`config.mk`:
```
export PLATFORM = sky130hd
export DESIGN_NAME = bcfg_bridge_regs
export DESIGN_NICKNAME = d
export VERILOG_FILES = /design/src/rtl/bcfg_pkg.sv /design/src/rtl/bcfg_regfile.sv /design/src/rtl/bcfg_remap_detect.sv /design/src/rtl/bcfg_sec_reset.sv /design/src/rtl/bcfg_window_decode.sv /design/src/rtl/bcfg_bridge_regs.sv
export SDC_FILE = /design/constraint.sdc
export NUM_CORES = 1
export LEC_CHECK = 0
export ABC_AREA = 1
export ABC_CLOCK_PERIOD_IN_PS = 2200
export BUFFER_PORTS_ARGS = -buffer_cell sky130_fd_sc_hd__buf_2
export CORE_MARGIN = 2
export CORE_UTILIZATION = 46
export CTS_CLUSTER_DIAMETER = 150
export CTS_CLUSTER_SIZE = 10
export DETAILED_ROUTE_END_ITERATION = 7
export PLACE_DENSITY = 0.73
export SLEW_MARGIN = 30
export SYNTH_ARGS = -nofsm -noshare
export SYNTH_HDL_FRONTEND = slang
export SYNTH_SLANG_ARGS = --single-unit
```
`constraint.sdc`:
```
create_clock -name clk -period 2.2 [get_ports clk]
set_clock_uncertainty 0.15 [all_clocks]
set_input_delay 0.44 -clock clk [delete_from_list [all_inputs] [get_ports clk]]
set_output_delay 0.44 -clock clk [all_outputs]
set_load 0.01 [all_outputs]
```
`src/rtl/bcfg_pkg.sv`:
```
// Shared constants, types and helpers for the bridge configuration block.
// Assumes a 64-byte type-1 header made of 16 dwords; offsets here are
// fixed by the configuration-space layout that software decodes.
package bcfg_pkg;

    localparam int NDW = 16;

    // Dword indices of the implemented registers
    localparam int DW_ID   = 0;
    localparam int DW_CMD  = 1;
    localparam int DW_CLS  = 2;
    localparam int DW_HDR  = 3;
    localparam int DW_BUS  = 6;
    localparam int DW_IOBL = 7;
    localparam int DW_MEM  = 8;
    localparam int DW_PREF = 9;
    localparam int DW_PBU  = 10;
    localparam int DW_PLU  = 11;
    localparam int DW_IOU  = 12;
    localparam int DW_BCTL = 15;

    // Bit of the dword at DW_BCTL that requests a secondary bus reset
    localparam int SBR_BIT = 16 + 6;

    localparam logic [15:0] STATUS_CAPS  = 16'h00A0;
    localparam logic [23:0] CLASS_BRIDGE = 24'h060400;
    localparam logic [6:0]  HDR_BRIDGE   = 7'h01;

    // Decoded forwarding windows handed to the decoder
    typedef struct packed {
        logic [31:0] io_base;
        logic [31:0] io_limit;
        logic [31:0] mem_base;
        logic [31:0] mem_limit;
        logic [63:0] pref_base;
        logic [63:0] pref_limit;
    } win_t;

    // Expand byte enables to a 32-bit bit mask
    function automatic logic [31:0] lane_mask(input logic [3:0] be);
        return {{8{be[3]}}, {8{be[2]}}, {8{be[1]}}, {8{be[0]}}};
    endfunction

    // True when a byte offset within the header belongs to a window span
    function automatic logic in_remap_span(input logic [5:0] a);
        return (a >= 6'h04 && a <= 6'h05) ||
               (a >= 6'h1C && a <= 6'h1D) ||
               (a >= 6'h20 && a <= 6'h33) ||
               (a >= 6'h3E && a <= 6'h3F);
    endfunction

endpackage

```
`src/rtl/bcfg_regfile.sv`:
```
// Dword register array of the bridge header.
// Each dword has a writable mask, a read-only overlay and a reset value,
// all derived from parameters. Dwords with no writable bit hold no
// flops. Assumes idx_i is only meaningful when sel_i is high.
module bcfg_regfile
    import bcfg_pkg::*;
#(
    parameter int          IDX_W           = 4,
    parameter logic [15:0] VENDOR_ID       = 16'hA5A5,
    parameter logic [15:0] DEVICE_ID       = 16'h5A01,
    parameter logic [7:0]  REV_ID          = 8'h02,
    parameter bit          MULTI_FN        = 1'b0,
    parameter bit          IO32            = 1'b1,
    parameter bit          PREF64          = 1'b1,
    parameter logic [15:0] CMD_WMASK       = 16'h0147,
    parameter logic [15:0] BCTL_WMASK      = 16'h0FFF,
    parameter bit          CLOSED_AT_RESET = 1'b0
) (
    input  logic                  clk,
    input  logic                  rst_n,
    input  logic                  wr_i,
    input  logic                  sel_i,
    input  logic [IDX_W-1:0]      idx_i,
    input  logic [31:0]           wdata_i,
    input  logic [3:0]            be_i,
    output logic [NDW-1:0][31:0]  val_o
);

    localparam logic [3:0] IO_T = IO32   ? 4'h1 : 4'h0;
    localparam logic [3:0] PF_T = PREF64 ? 4'h1 : 4'h0;

    // Writable bits per dword
    function automatic logic [31:0] wmask_of(input int i);
        case (i)
            DW_CMD:          return {16'h0000, CMD_WMASK};
            DW_BUS:          return 32'hFFFF_FFFF;
            DW_IOBL:         return 32'h0000_F0F0;
            DW_MEM, DW_PREF: return 32'hFFF0_FFF0;
            DW_PBU, DW_PLU:  return PREF64 ? 32'hFFFF_FFFF : 32'h0;
            DW_IOU:          return IO32 ? 32'hFFFF_FFFF : 32'h0;
            DW_BCTL:         return {BCTL_WMASK, 16'h0000};
            default:         return 32'h0;
        endcase
    endfunction

    // Constant bits overlaid on each dword
    function automatic logic [31:0] ro_of(input int i);
        case (i)
            DW_ID:   return {DEVICE_ID, VENDOR_ID};
            DW_CMD:  return {STATUS_CAPS, 16'h0000};
            DW_CLS:  return {CLASS_BRIDGE, REV_ID};
            DW_HDR:  return {8'h00, MULTI_FN, HDR_BRIDGE, 16'h0000};
            DW_IOBL: return {STATUS_CAPS, 4'h0, IO_T, 4'h0, IO_T};
            DW_PREF: return {12'h000, PF_T, 12'h000, PF_T};
            default: return 32'h0;
        endcase
    endfunction

    // Reset contents of the writable bits
    function automatic logic [31:0] rst_of(input int i);
        if (!CLOSED_AT_RESET) return 32'h0;
        case (i)
            DW_IOBL:         return 32'h0000_00F0;
            DW_MEM, DW_PREF: return 32'h0000_FFF0;
            default:         return 32'h0;
        endcase
    endfunction

    logic [31:0] be_bits;
    assign be_bits = lane_mask(be_i);

    for (genvar i = 0; i < NDW; i++) begin : g_dw
        localparam logic [31:0] WM = wmask_of(i);
        localparam logic [31:0] RO = ro_of(i);
        localparam logic [31:0] RV = rst_of(i);
        if (WM == 32'h0) begin : g_const
            assign val_o[i] = RO;
        end else begin : g_store
            logic [31:0] q;
            logic [31:0] m;
            assign m = be_bits & WM;
            // Hold the writable bits, merging enabled bytes on a hit
            always_ff @(posedge clk) begin
                if (!rst_n)
                    q <= RV;
                else if (wr_i && sel_i && idx_i == IDX_W'(i))
                    q <= (q & ~m) | (wdata_i & m);
            end
            assign val_o[i] = (q & WM) | RO;
        end
    end

endmodule

```
`src/rtl/bcfg_remap_detect.sv`:
```
// Flags writes that touch the window-defining byte spans.
// Each enabled byte lane is tested on its own byte offset; the result
// is registered so remap_o is a one-cycle strobe after the write.
// Assumes ADDR_W >= 5 so the header fits in the address space.
module bcfg_remap_detect
    import bcfg_pkg::*;
#(
    parameter int ADDR_W = 6
) (
    input  logic              clk,
    input  logic              rst_n,
    input  logic              wr_i,
    input  logic [ADDR_W-1:0] addr_i,
    input  logic [3:0]        be_i,
    output logic              remap_o
);

    localparam int BA_W = ADDR_W + 2;

    logic [3:0] lane_hit;

    for (genvar l = 0; l < 4; l++) begin : g_lane
        logic [BA_W-1:0] ba;
        assign ba = {addr_i, 2'(l)};
        assign lane_hit[l] = be_i[l] && (ba[BA_W-1:6] == '0) &&
                             in_remap_span(ba[5:0]);
    end

    // Register the span hit of the current write
    always_ff @(posedge clk) begin
        if (!rst_n) remap_o <= 1'b0;
        else        remap_o <= wr_i && (lane_hit != 4'b0000);
    end

endmodule

```
`src/rtl/bcfg_sec_reset.sv`:
```
// Secondary bus reset pulse generator.
// A start request loads a down-counter; the output is high while it is
// non-zero, giving exactly CYCLES high cycles after the request.
// A new start while counting reloads the full length.
module bcfg_sec_reset #(
    parameter int CYCLES = 16
) (
    input  logic clk,
    input  logic rst_n,
    input  logic start_i,
    output logic active_o
);

    localparam int CNT_W = $clog2(CYCLES + 1);

    logic [CNT_W-1:0] cnt_q;

    // Load on a start, otherwise count down to zero
    always_ff @(posedge clk) begin
        if (!rst_n)
            cnt_q <= '0;
        else if (start_i)
            cnt_q <= CNT_W'(CYCLES);
        else if (cnt_q != '0)
            cnt_q <= cnt_q - 1'b1;
    end

    assign active_o = (cnt_q != '0);

endmodule

```
`src/rtl/bcfg_window_decode.sv`:
```
// Turns base/limit register dwords into byte-address windows.
// Base addresses clear the low granule bits and limits fill them with
// ones. Upper extensions are used only when the matching parameter
// selects 32-bit I/O or 64-bit prefetchable addressing.
module bcfg_window_decode
    import bcfg_pkg::*;
#(
    parameter bit IO32   = 1'b1,
    parameter bit PREF64 = 1'b1
) (
    input  logic [31:0] iobl_i,
    input  logic [31:0] iou_i,
    input  logic [31:0] mem_i,
    input  logic [31:0] pref_i,
    input  logic [31:0] pbu_i,
    input  logic [31:0] plu_i,
    output win_t        win_o
);

    logic [15:0] io_up_b, io_up_l;
    logic [31:0] pf_up_b, pf_up_l;

    if (IO32) begin : g_io32
        assign io_up_b = iou_i[15:0];
        assign io_up_l = iou_i[31:16];
    end else begin : g_io16
        assign io_up_b = 16'h0;
        assign io_up_l = 16'h0;
    end

    if (PREF64) begin : g_pf64
        assign pf_up_b = pbu_i;
        assign pf_up_l = plu_i;
    end else begin : g_pf32
        assign pf_up_b = 32'h0;
        assign pf_up_l = 32'h0;
    end

    // Assemble the window addresses from the register fields
    always_comb begin
        win_o.io_base    = {io_up_b, iobl_i[7:4],   12'h000};
        win_o.io_limit   = {io_up_l, iobl_i[15:12], 12'hFFF};
        win_o.mem_base   = {mem_i[15:4],  20'h00000};
        win_o.mem_limit  = {mem_i[31:20], 20'hFFFFF};
        win_o.pref_base  = {pf_up_b, pref_i[15:4],  20'h00000};
        win_o.pref_limit = {pf_up_l, pref_i[31:20], 20'hFFFFF};
    end

endmodule

```
`src/rtl/bcfg_bridge_regs.sv`:
```
// Bridge configuration register block (top).
// Accepts byte-enabled dword writes and one-cycle-latency reads of the
// type-1 header, exposes register values and decoded windows, strobes
// remap after window-affecting writes and pulses the secondary reset on
// a 0-to-1 write of the bus-reset control bit. Assumes ADDR_W >= 5 and
// that BCTL_WMASK keeps the bus-reset bit writable for the pulse to occur.
module bcfg_bridge_regs
    import bcfg_pkg::*;
#(
    parameter int          ADDR_W          = 6,
    parameter logic [15:0] VENDOR_ID       = 16'hA5A5,
    parameter logic [15:0] DEVICE_ID       = 16'h5A01,
    parameter logic [7:0]  REV_ID          = 8'h02,
    parameter bit          MULTI_FN        = 1'b0,
    parameter bit          IO32            = 1'b1,
    parameter bit          PREF64          = 1'b1,
    parameter logic [15:0] CMD_WMASK       = 16'h0147,
    parameter logic [15:0] BCTL_WMASK      = 16'h0FFF,
    parameter bit          CLOSED_AT_RESET = 1'b0,
    parameter int          SEC_RST_CYCLES  = 16
) (
    input  logic              clk,
    input  logic              rst_n,
    input  logic [ADDR_W-1:0] cfg_addr_i,
    input  logic [31:0]       cfg_wdata_i,
    input  logic [3:0]        cfg_be_i,
    input  logic              cfg_wr_i,
    input  logic              cfg_rd_i,
    output logic [31:0]       cfg_rdata_o,
    output logic [7:0]        pri_bus_o,
    output logic [7:0]        sec_bus_o,
    output logic [7:0]        sub_bus_o,
    output logic [7:0]        sec_lat_o,
    output logic [15:0]       cmd_o,
    output logic [15:0]       bctl_o,
    output logic [31:0]       io_base_o,
    output logic [31:0]       io_limit_o,
    output logic [31:0]       mem_base_o,
    output logic [31:0]       mem_limit_o,
    output logic [63:0]       pref_base_o,
    output logic [63:0]       pref_limit_o,
    output logic              remap_o,
    output logic              sec_rst_o
);

    localparam int IDX_W = $clog2(NDW);

    logic [NDW-1:0][31:0] val;
    logic [IDX_W-1:0]     idx;
    logic                 in_hdr;
    logic                 sbr_start;
    win_t                 win;

    assign idx    = cfg_addr_i[IDX_W-1:0];
    assign in_hdr = (cfg_addr_i[ADDR_W-1:IDX_W] == '0);

    bcfg_regfile #(
        .IDX_W(IDX_W), .VENDOR_ID(VENDOR_ID), .DEVICE_ID(DEVICE_ID),
        .REV_ID(REV_ID), .MULTI_FN(MULTI_FN), .IO32(IO32), .PREF64(PREF64),
        .CMD_WMASK(CMD_WMASK), .BCTL_WMASK(BCTL_WMASK),
        .CLOSED_AT_RESET(CLOSED_AT_RESET)
    ) u_regs (
        .clk(clk), .rst_n(rst_n), .wr_i(cfg_wr_i), .sel_i(in_hdr),
        .idx_i(idx), .wdata_i(cfg_wdata_i), .be_i(cfg_be_i), .val_o(val)
    );

    bcfg_remap_detect #(.ADDR_W(ADDR_W)) u_remap (
        .clk(clk), .rst_n(rst_n), .wr_i(cfg_wr_i), .addr_i(cfg_addr_i),
        .be_i(cfg_be_i), .remap_o(remap_o)
    );

    // Rising request: writable bus-reset bit written 1 while currently 0
    assign sbr_start = cfg_wr_i && in_hdr && (idx == IDX_W'(DW_BCTL)) &&
                       cfg_be_i[SBR_BIT/8] && cfg_wdata_i[SBR_BIT] &&
                       BCTL_WMASK[SBR_BIT-16] && !val[DW_BCTL][SBR_BIT];

    bcfg_sec_reset #(.CYCLES(SEC_RST_CYCLES)) u_sbr (
        .clk(clk), .rst_n(rst_n), .start_i(sbr_start), .active_o(sec_rst_o)
    );

    bcfg_window_decode #(.IO32(IO32), .PREF64(PREF64)) u_win (
        .iobl_i(val[DW_IOBL]), .iou_i(val[DW_IOU]), .mem_i(val[DW_MEM]),
        .pref_i(val[DW_PREF]), .pbu_i(val[DW_PBU]), .plu_i(val[DW_PLU]),
        .win_o(win)
    );

    // Capture read data one cycle after the strobe; zero outside the header
    always_ff @(posedge clk) begin
        if (!rst_n)
            cfg_rdata_o <= 32'h0;
        else if (cfg_rd_i)
            cfg_rdata_o <= in_hdr ? val[idx] : 32'h0;
    end

    assign pri_bus_o    = val[DW_BUS][7:0];
    assign sec_bus_o    = val[DW_BUS][15:8];
    assign sub_bus_o    = val[DW_BUS][23:16];
    assign sec_lat_o    = val[DW_BUS][31:24];
    assign cmd_o        = val[DW_CMD][15:0];
    assign bctl_o       = val[DW_BCTL][31:16];
    assign io_base_o    = win.io_base;
    assign io_limit_o   = win.io_limit;
    assign mem_base_o   = win.mem_base;
    assign mem_limit_o  = win.mem_limit;
    assign pref_base_o  = win.pref_base;
    assign pref_limit_o = win.pref_limit;

endmodule

```
==> impl_metrics.tcl <==
set metrics [dict create \
    rsz0062_at_grt "no" \
    slew_headroom_pct 35.5 \
    antenna_found_initial 0 \
    drc 0 \
    avgViaCountPerCell 5.07 \
    cp_slowest_cell "dfxtp_1" \
    cts_max_level 1 \
    ant_nets 0 \
    post_cts_resized 0 \
    cts_inserted_buffers 27 \
    worst_pin_slew_ns 0.968 \
    start_util_pct 46.8 \
    fp.dieH_um 164 \
    cpLargestDelayFamily "flip-flops" \
    synth_area_leaders "dfxtp_1 41%, nand2_1 13%, nor2_1 9.9%" \
    outcome "complete, no violations" \
    coreArea_mm2 0.0251 \
    cap_violations 0 \
    clock-sinks 239 \
    fin_tns_setup_ns 0 \
    n_antenna_cell 0 \
    grt_use_total_pct 29.1 \
    grt_pass1_vias 10763 \
    yosysTopAreaCellShare_pct 40.8 \
    syn-mean-instance-area_um2 6.67 \
    placement_rows 58 \
    final-setup-viol-count 0 \
    power_leakage_nw 7.02 \
    cts_root_buffer "clkbuf_16" \
    clock_latency_ns 0.55 \
    drt_wl_total_um 40800 \
    gp_congestion 0.957 \
    ys_seq_elements 239 \
    grt_pass1_wl_um 60800 \
    timing.reg2reg.setup_slack_ns 0.67 \
    cp_slowest_stage_delay_ns 0.31 \
    drtIter0Drc 1141 \
    cp-start-kind "flip-flop" \
    end_kind "output port" \
    postCtsHoldBufs 0 \
    cellPowerDensity_mw_per_mm2 672 \
    netlist_area_mm2 0.0117 \
    detail_route.wl_per_cell_um 17.1 \
    fp.dieW_um 164 \
    period_share_pct 97.0 \
    grt_max_degree 201 \
    finalPower_mw 9.45 \
    synth_top_area_cell "dfxtp_1" \
    hold_path.class "in -> reg" \
    grt_overflow 0 \
    max_freq_mhz 469 \
    vias 12083 \
    cp_data_arrival_time_ns 1.54 \
    critical_path_class "reg -> out" \
    maxSlewViolCount 0 \
    ys.flop_type "dfxtp_1" \
    crit_chain "inv_1 > ha_1 > nand4_1 > buf_2" \
    ir_drop_v 0.000522 \
    async_flop_share_pct 0 \
    clk_pin_slew_worst_paths_ns 0.05 \
    syn_to_final_growth_pct 19.7 \
    post-dp-hpwl_um 30300 \
    netlist_instances 1760 \
    yosysWarningCount 0 \
    layout_min_cycle_time_ns 2.13 \
    layout-drive-gt1-share_pct 20.3 \
    cts_buffer_depth 3 \
    ys_seq_area_share_pct 40.8 \
    synth-edff-count 0 \
    first_pass_iters 7 \
    ys_types 32 \
    ios 400 \
    critPathRequiredTime_ns 1.61 \
    critPathBufInv 2 \
    cts_tree "yes" \
    finalNetCount 2107 \
    crit_path_max_fanout 5 \
    die_area_mm2 0.0268 \
    hold_viol 0 \
    port-buffer-count 280 \
]
==> logic make-up (layout without fill, tap and decap cells) <==
logic type	Yosys count	count (layout)	share of synthesized area, %
buffers and inverters	340	518	15.1
other	2	119	0.0640
adders and majority gates	6	6	0.640
AOI/OAI and AO/OA	348	348	15.0
DFF	239	239	40.8
and+or+nand+nor	823	823	28.2
xor gates and xnor gates	2	2	0.149
==> stage by stage <==
step / utilization [%] / setup slack, ns / instances / hold slack, ns / instance area, µm²
3_5_place_dp: 53.1 / -0.0154 / 2354 / 0.305 / 13300
2_1_floorplan: - / 0.00902 / 1877 / 0.333 / 12200
6_report: 56.0 / 0.0668 / 2385 / 0.0558 / 14100
3_3_place_gp: 53.1 / 0.0320 / 2354 / 0.301 / 13300
5_1_grt: 56.0 / 0.0104 / 2385 / 0.0695 / 14100
4_1_cts: 55.9 / 0.00741 / 2383 / 0.0496 / 14000
==> cell usage after synthesis, types with 6 or more instances <==
library cell and number:
dfxtp_1 239, a21oi_1 114, nand2_1 421, buf_2 28, o21ai_1 8, o21ai_0 219, clkbuf_1 44, inv_2 11
nor2_1 311, nand2_2 8, inv_1 126, ha_1 6, nand3_1 59, buf_4 122
==> cell type report <==
cell class                 instances  area, µm²
inverter                         141        531
fill                            2464      11100
sequential                       239       4780
tap                              330        413
clock inverter                     1       20.0
clock buffer                      28        679
multi-input combinational       1298       5630
timing repair buffer             348       2000
==> metal layers <==
layer  share of wire [%]  vias up  GRT usage [%]
li1                    -     5879              -
met1                  40     5451           37.1
met2                  46      647           48.5
met3                  10      106           6.19
met4                 3.7        0           10.7
met5                   0        -              0
==> cells in the final DEF, fill, tap and decap left out <==
master,Yosys,layout
inv_2,11,12
inv_1,126,125
clkbuf_16,0,27
nor2_2,2,3
buf_4,122,62
clkbuf_1,44,1
o211ai_1,4,4
nand3_1,59,59
nand2_1,421,421
nand2_4,5,5
clkinv_2,1,1
a21oi_2,1,1
ha_1,6,5
o21ai_0,219,219
nand4_1,3,3
buf_12,0,7
inv_16,0,1
a21oi_1,114,114
conb_1,2,119
dfxtp_1,239,239
nor3_2,3,4
ha_2,0,1
nor4_1,1,1
clkinv_1,3,3
nand2_2,8,8
o21a_1,1,1
nor2_1,311,310
nor3_1,4,3
buf_2,28,279
o21ai_2,1,1
nor2_4,4,4
nor3_4,2,2
xor2_1,2,2
o21ai_1,8,8
==> report_power, final <==
| group | leakage [nW] | switching, mW | internal [mW] |
|---|---|---|---|
| Combinational | 4.75 | 0.788 | 0.367 |
| Sequential | 1.93 | 0.0374 | 4.39 |
| Clock | 0.344 | 1.69 | 2.17 |
| Total | 7.02 | 2.52 | 6.93 |
==> final timing paths <==
check              endpoint  cells past startpoint            start
max reg2reg  u_sbr.cnt_q[1]                      7   u_sbr.cnt_q[0]
max               sec_rst_o                      4   u_sbr.cnt_q[0]
min reg2reg  cfg_rdata_o[3]                      2   cfg_rdata_o[3]
min               flip-flop                      3  cfg_wdata_i[16]
==> repair_timing <==
item                                    in CTS  in global routing
setup buffers                                0                  2
pin swaps                                    1                  0
hold endpoints to repair                     0                  0
endpoints found under the setup margin       1                  1
==> worst register-to-register path, delay by kind of cell, from the launching register on <==
kind	cells	cell delay [ns]
fa+ha+maj	1	0.19
compound gates	1	0.16
simple gates	2	0.28
flops	1	0.31
buf+inv	3	0.37
No activity file was read; power rests on OpenSTA's default activity.
